--- config.mk ---
export PLATFORM = sky130hd
export DESIGN_NAME = irq_reg_bank
export DESIGN_NICKNAME = d
export VERILOG_FILES = /design/src/rtl/irq_bank_pkg.sv /design/src/rtl/irq_pending_core.sv /design/src/rtl/irq_word_store.sv /design/src/rtl/irq_reg_bank.sv
export SDC_FILE = /design/constraint.sdc
export NUM_CORES = 1
export LEC_CHECK = 0
export BUFFER_PORTS_ARGS = -buffer_cell sky130_fd_sc_hd__buf_2
export CAP_MARGIN = 20
export CORE_MARGIN = 1.5
export CORE_UTILIZATION = 55
export CTS_CLUSTER_DIAMETER = 200
export CTS_CLUSTER_SIZE = 16
export DETAILED_ROUTE_END_ITERATION = 6
export GPL_TIMING_DRIVEN = 0
export HOLD_SLACK_MARGIN = 0.12
export PLACE_DENSITY = 0.85
export SLEW_MARGIN = 20
export SYNTH_ARGS = -nofsm -noshare
export SYNTH_HDL_FRONTEND = slang
export SYNTH_SLANG_ARGS = --single-unit
export TNS_END_PERCENT = 10
--- constraint.sdc ---
create_clock -name clk -period 3.7 [get_ports clk]
set_input_delay 0.555 -clock clk [delete_from_list [all_inputs] [get_ports clk]]
set_output_delay 0.555 -clock clk [all_outputs]
set_load 0.02 [all_outputs]
--- src/rtl/irq_bank_pkg.sv ---
package irq_bank_pkg;

    localparam int WORD_W = 32;

    typedef logic [WORD_W-1:0] word_t;

    typedef enum logic [2:0] {
        SEL_PLAIN = 3'd0,
        SEL_RAW   = 3'd1,
        SEL_CLR   = 3'd2,
        SEL_MASK  = 3'd3,
        SEL_STAT  = 3'd4
    } sel_e;

    typedef struct packed {
        logic rd;
        logic wr;
        sel_e sel;
    } access_t;

    // Map a word address onto its role in the bank.
    function automatic sel_e classify(
        input int unsigned a,
        input int unsigned raw_a,
        input int unsigned clr_a,
        input int unsigned mask_a,
        input int unsigned stat_a
    );
        if (a == raw_a)       return SEL_RAW;
        else if (a == clr_a)  return SEL_CLR;
        else if (a == mask_a) return SEL_MASK;
        else if (a == stat_a) return SEL_STAT;
        else                  return SEL_PLAIN;
    endfunction

endpackage

--- src/rtl/irq_pending_core.sv ---
module irq_pending_core
    import irq_bank_pkg::*;
(
    input  logic  clk,
    input  logic  rst,
    input  word_t sw_set,
    input  word_t sw_clr,
    input  logic  mask_we,
    input  word_t mask_wdata,
    input  word_t hw_event,
    output word_t raw_q,
    output word_t mask_q
);

    word_t set_bits;
    word_t raw_d;

    always_comb begin
        set_bits = sw_set | hw_event;
        // clear first, then set: an event in the same cycle survives
        raw_d    = (raw_q & ~sw_clr) | set_bits;
    end

    always_ff @(posedge clk) begin
        if (rst) begin
            raw_q  <= '0;
            mask_q <= '0;
        end else begin
            raw_q <= raw_d;
            if (mask_we) begin
                mask_q <= mask_wdata;
            end
        end
    end

    // software set bits are present after the edge
    a_r2_sw_set_sticks: assert property (@(posedge clk) disable iff (rst)
        (sw_set != '0) |=> ((raw_q & $past(sw_set)) == $past(sw_set)));

    // cleared bits not re-raised by an event are gone after the edge
    a_r3_clear_drops: assert property (@(posedge clk) disable iff (rst)
        (sw_clr != '0) |=> ((raw_q & $past(sw_clr & ~sw_set & ~hw_event)) == '0));

    // event bits always land, even against a clear
    a_r8_event_wins: assert property (@(posedge clk) disable iff (rst)
        (hw_event != '0) |=> ((raw_q & $past(hw_event)) == $past(hw_event)));

    // mask takes the written value
    a_r5_mask_store: assert property (@(posedge clk) disable iff (rst)
        mask_we |=> (mask_q == $past(mask_wdata)));

    // with no set, clear or event the pending bits hold
    a_r7_pending_holds: assert property (@(posedge clk) disable iff (rst)
        ((sw_set == '0) && (sw_clr == '0) && (hw_event == '0)) |=> $stable(raw_q));

endmodule

--- src/rtl/irq_word_store.sv ---
module irq_word_store
    import irq_bank_pkg::*;
#(
    parameter int unsigned NUM_WORDS = 16,
    localparam int unsigned ADDR_W = $clog2(NUM_WORDS)
) (
    input  logic              clk,
    input  logic              rst,
    input  logic              we,
    input  logic [ADDR_W-1:0] waddr,
    input  word_t             wdata,
    input  logic [ADDR_W-1:0] raddr,
    output word_t             rdata
);

    word_t words [NUM_WORDS];

    for (genvar i = 0; i < NUM_WORDS; i++) begin : g_word
        always_ff @(posedge clk) begin
            if (rst) begin
                words[i] <= '0;
            end else if (we && (32'(waddr) == i)) begin
                words[i] <= wdata;
            end
        end
    end

    assign rdata = words[raddr];

endmodule

--- src/rtl/irq_reg_bank.sv ---
module irq_reg_bank
    import irq_bank_pkg::*;
#(
    parameter int unsigned NUM_WORDS = 16,
    parameter int unsigned RAW_ADDR  = 0,
    parameter int unsigned CLR_ADDR  = 1,
    parameter int unsigned MASK_ADDR = 2,
    parameter int unsigned STAT_ADDR = 3,
    localparam int unsigned ADDR_W = $clog2(NUM_WORDS)
) (
    input  logic              clk,
    input  logic              rst,
    input  logic              req_valid,
    input  logic              req_write,
    input  logic [ADDR_W-1:0] req_addr,
    input  logic [31:0]       req_wdata,
    input  logic [31:0]       hw_event,
    output logic [31:0]       rd_data,
    output logic              irq_out
);

    access_t acc;
    word_t   sw_set, sw_clr, raw_q, mask_q, store_rdata;
    logic    mask_we, store_we;

    always_comb begin
        acc.rd  = req_valid & ~req_write;
        acc.wr  = req_valid & req_write;
        acc.sel = classify(32'(req_addr), RAW_ADDR, CLR_ADDR, MASK_ADDR, STAT_ADDR);
    end

    always_comb begin
        sw_set   = (acc.wr && acc.sel == SEL_RAW)  ? req_wdata : '0;
        sw_clr   = (acc.wr && acc.sel == SEL_CLR)  ? req_wdata : '0;
        mask_we  = acc.wr && (acc.sel == SEL_MASK);
        store_we = acc.wr && (acc.sel == SEL_PLAIN);
    end

    irq_pending_core u_core (
        .clk        (clk),
        .rst        (rst),
        .sw_set     (sw_set),
        .sw_clr     (sw_clr),
        .mask_we    (mask_we),
        .mask_wdata (req_wdata),
        .hw_event   (hw_event),
        .raw_q      (raw_q),
        .mask_q     (mask_q)
    );

    irq_word_store #(.NUM_WORDS(NUM_WORDS)) u_store (
        .clk   (clk),
        .rst   (rst),
        .we    (store_we),
        .waddr (req_addr),
        .wdata (req_wdata),
        .raddr (req_addr),
        .rdata (store_rdata)
    );

    always_comb begin
        rd_data = '0;
        if (acc.rd) begin
            unique case (acc.sel)
                SEL_RAW:  rd_data = raw_q;
                SEL_CLR:  rd_data = '0;
                SEL_MASK: rd_data = mask_q;
                SEL_STAT: rd_data = raw_q & mask_q;
                default:  rd_data = store_rdata;
            endcase
        end
    end

    assign irq_out = |(raw_q & mask_q);

    // interrupt is low right after reset
    a_r1_reset_quiet: assert property (@(posedge clk) disable iff (rst)
        $past(rst) |-> !irq_out);

    // interrupt level agrees with status readback
    a_r6_irq_vs_status: assert property (@(posedge clk) disable iff (rst)
        (req_valid && !req_write && 32'(req_addr) == STAT_ADDR) |-> (irq_out == (rd_data != '0)));

endmodule

==> flow_summary.ini <==
[run_status]
status = finished clean

[yosys]
postSynthCellCount = 1574
synthTopCellsByArea = edfxtp_1 54%, mux4_2 9.0%, dfxtp_1 5.9%, nor3_1 4.5%, nor3_2 3.0%
synth_edf_count = 384
ys.flop_type = edfxtp_1
syn_avg_cell_area_um2 = 13.7
yosys_register_bits = 448
ys.warnings.count = 0
synth-async-reset-ratio_pct = 0
synth_area_mm2 = 0.0216
yosysTopAreaCellShare_pct = 53.5
synth_seq_area_share_pct = 59.5
synth_fp_nets = 1646
yosysUniqueCellTypes = 44
yosysTopAreaCell = edfxtp_1

[place]
portBuffers = 100
place_hpwl_um = 49900
place_ws_ns = 0.488
place_congestion = 1.03

[clocking]
postCtsSetupRepairBufs = 0
cts.sinks = 448
cts_hold_buf = 0
cts_tree = yes
cts_made_buffers = 31
cts-root-buf = clkbuf_16
path_clk_slew_ns = 0.09
clock_path_buffers = 3
htreeDepth = 1
clk_latency_ns = 0.61
cts_resized = 0

[grt]
grt_max_degree = 27
grt.busiest_layer = met2
grt_pass1_wl_um = 101000
antenna_found_initial = 1
grtUsageMet1_pct = 42.5
use_met3_pct = 7.16
track_usage_pct = 33.5
grt_pass1_vias = 16000
grt-ovfl-total = 0
use_met2_pct = 56.3

[critical_path]
r2r-start = u_core.mask_q[8]$_SDFFE_PP0P_
path_max_fanout = 10
worstPathArrival_ns = 2.81
regToRegEndpoint = u_core.mask_q[8]$_SDFFE_PP0P_
end_kind = output pin
r2r.worst_path.cells = 2
crit_type = in2out
reg2reg_slack_ns = 2.80
required_ns = 3.14
start_kind = input port

[cells_and_area]
final_util_pct = 62.1
antenna_cells = 0
final_cell_mix = 384 x edfxtp_1, 192 x nor3_1, 173 x buf_2
area_growth_pct = 11.4
nNetsFinal = 1791
final_common_cell = edfxtp_1
drive_gt1_share_pct = 27.3

[timing]
relSlewSlack_pct = 40.1
hold-worst-slack_ns = 0.185
max_slew.worst_pin.slew_ns = 0.899
drv_slew = 0
min_period_ns = 3.37
rsz0062_at_grt = no
fmax_ghz = 0.297
finalCritPeriodShare_pct = 91.0
setup_slack_ns = 0.332
skew_ns = 0
setup_viol = 0
timing_hold_violations_final = 0
final.setup.tns_ns = 0

[hold_path]
worstHoldStart = hw_event[18]
min_path_type = in2reg
hold_path_end = u_core.raw_q[18]$_SDFF_PP0_
holdPathStages = 3

[floorplanning]
start_util_pct = 55.8
coreArea_mm2 = 0.0386
die_area_mm2 = 0.0404
die_w_um = 201
boundaryPins = 105
core.rowCount = 72
die_y_um = 201

[drt]
drt_first_pass_iters = 7
wl_per_cell_um = 30.2
ant_nets = 0
drc_errors = 0
avgViaCountPerCell = 7.11
drtIter0Drc = 2183
routed_wl_um = 68300
vias = 16100

[run]
drv_cap = 0

[power_and_ir_drop]
power_density_mw_per_mm2 = 434
ir_drop_v = 0.000360
leakagePower_uw = 0.00738
-- final cells by class --
cell class                 instances  area, um^2
timing repair buffer             112         793
fill                            2713       14600
sequential                       448       12800
multi-input combinational        883        7650
inverter                          32         120
clock buffer                      57         873
tap                              518         648
buffer                           211        1100
-- kinds of logic after synthesis --
family                 Yosys count  synth area share (%)
buffers and inverters          243                  5.67
AOI/OAI and AO/OA              284                  9.64
DFF                            448                  59.5
muxes                           96                  10.2
and+or+nand+nor                503                  15.0
-- critical path: stages --
cell       delay, ns
buf_2           0.22
nand2b_1        0.15
buf_4           0.16
clkbuf_1        0.51
nor2_1          0.11
a2111oi_1       0.79
buf_2           0.30
-- flip-flops by register name (all words and copies together), names as in the netlist --
name and count:
u_core.mask_q 32, u_core.raw_q 32, u_store.words 384
-- per-stage QoR --
stage	cells	power, uW	instance area, um^2
2_1_floorplan	1574	6660	21600
3_3_place_gp	2192	7050	22700
3_5_place_dp	2204	7150	23100
4_1_cts	2261	10300	24000
5_1_grt	2261	10600	24000
6_report	2261	10400	24000
-- report_power, final --
part | total [uW] | switching (uW) | internal (uW)
Clock | 3320 | 1750 | 1580
Combinational | 1240 | 810 | 426
Sequential | 5850 | 123 | 5730
Total | 10400 | 2680 | 7740
-- how the worst max path moves through the flow --
stage / to / slack, ns / startpoint / cells past startpoint
2_1_floorplan: u_store.words[5][0]$_SDFFCE_PN0P_ / 0.24 / req_addr[1] / 7
3_3_place_gp: u_store.words[4][7]$_SDFFCE_PN0P_ / -1.10 / req_addr[1] / 7
3_5_place_dp: rd_data[14] / 0.49 / req_addr[3] / 6
4_1_cts: rd_data[3] / 0.47 / req_addr[2] / 7
5_1_grt: rd_data[17] / 0.36 / req_addr[3] / 6
6_report: rd_data[3] / 0.33 / req_addr[2] / 7
-- cell usage after synthesis, drive strengths merged, types with 2 or more instances --
master / n
edfxtp: 384
nor3: 256
buf: 118
mux4: 96
nor4: 96
clkbuf: 93
a21oi: 64
dfxtp: 64
nand2b: 35
nor2: 34
nand3: 33
a2111oi: 32
a31oi: 32
a32oi: 32
and2: 32
inv: 32
o21ai: 32
o22ai: 32
o31ai: 32
a22oi: 16
o21bai: 12
nand4: 5
or2: 3
nand2: 2
nand4b: 2
-- routing by layer --
| layer | wire length, um | vias up | part of all wire [%] |
|---|---|---|---|
| met4 | 3240 | 0 | 4.7 |
| met5 | 0 | - | 0 |
| li1 | - | 6569 | - |
| met1 | 23500 | 7897 | 34 |
| met3 | 8460 | 232 | 12 |
| met2 | 33100 | 1367 | 48 |
No activity file was read; power rests on OpenSTA's default activity.
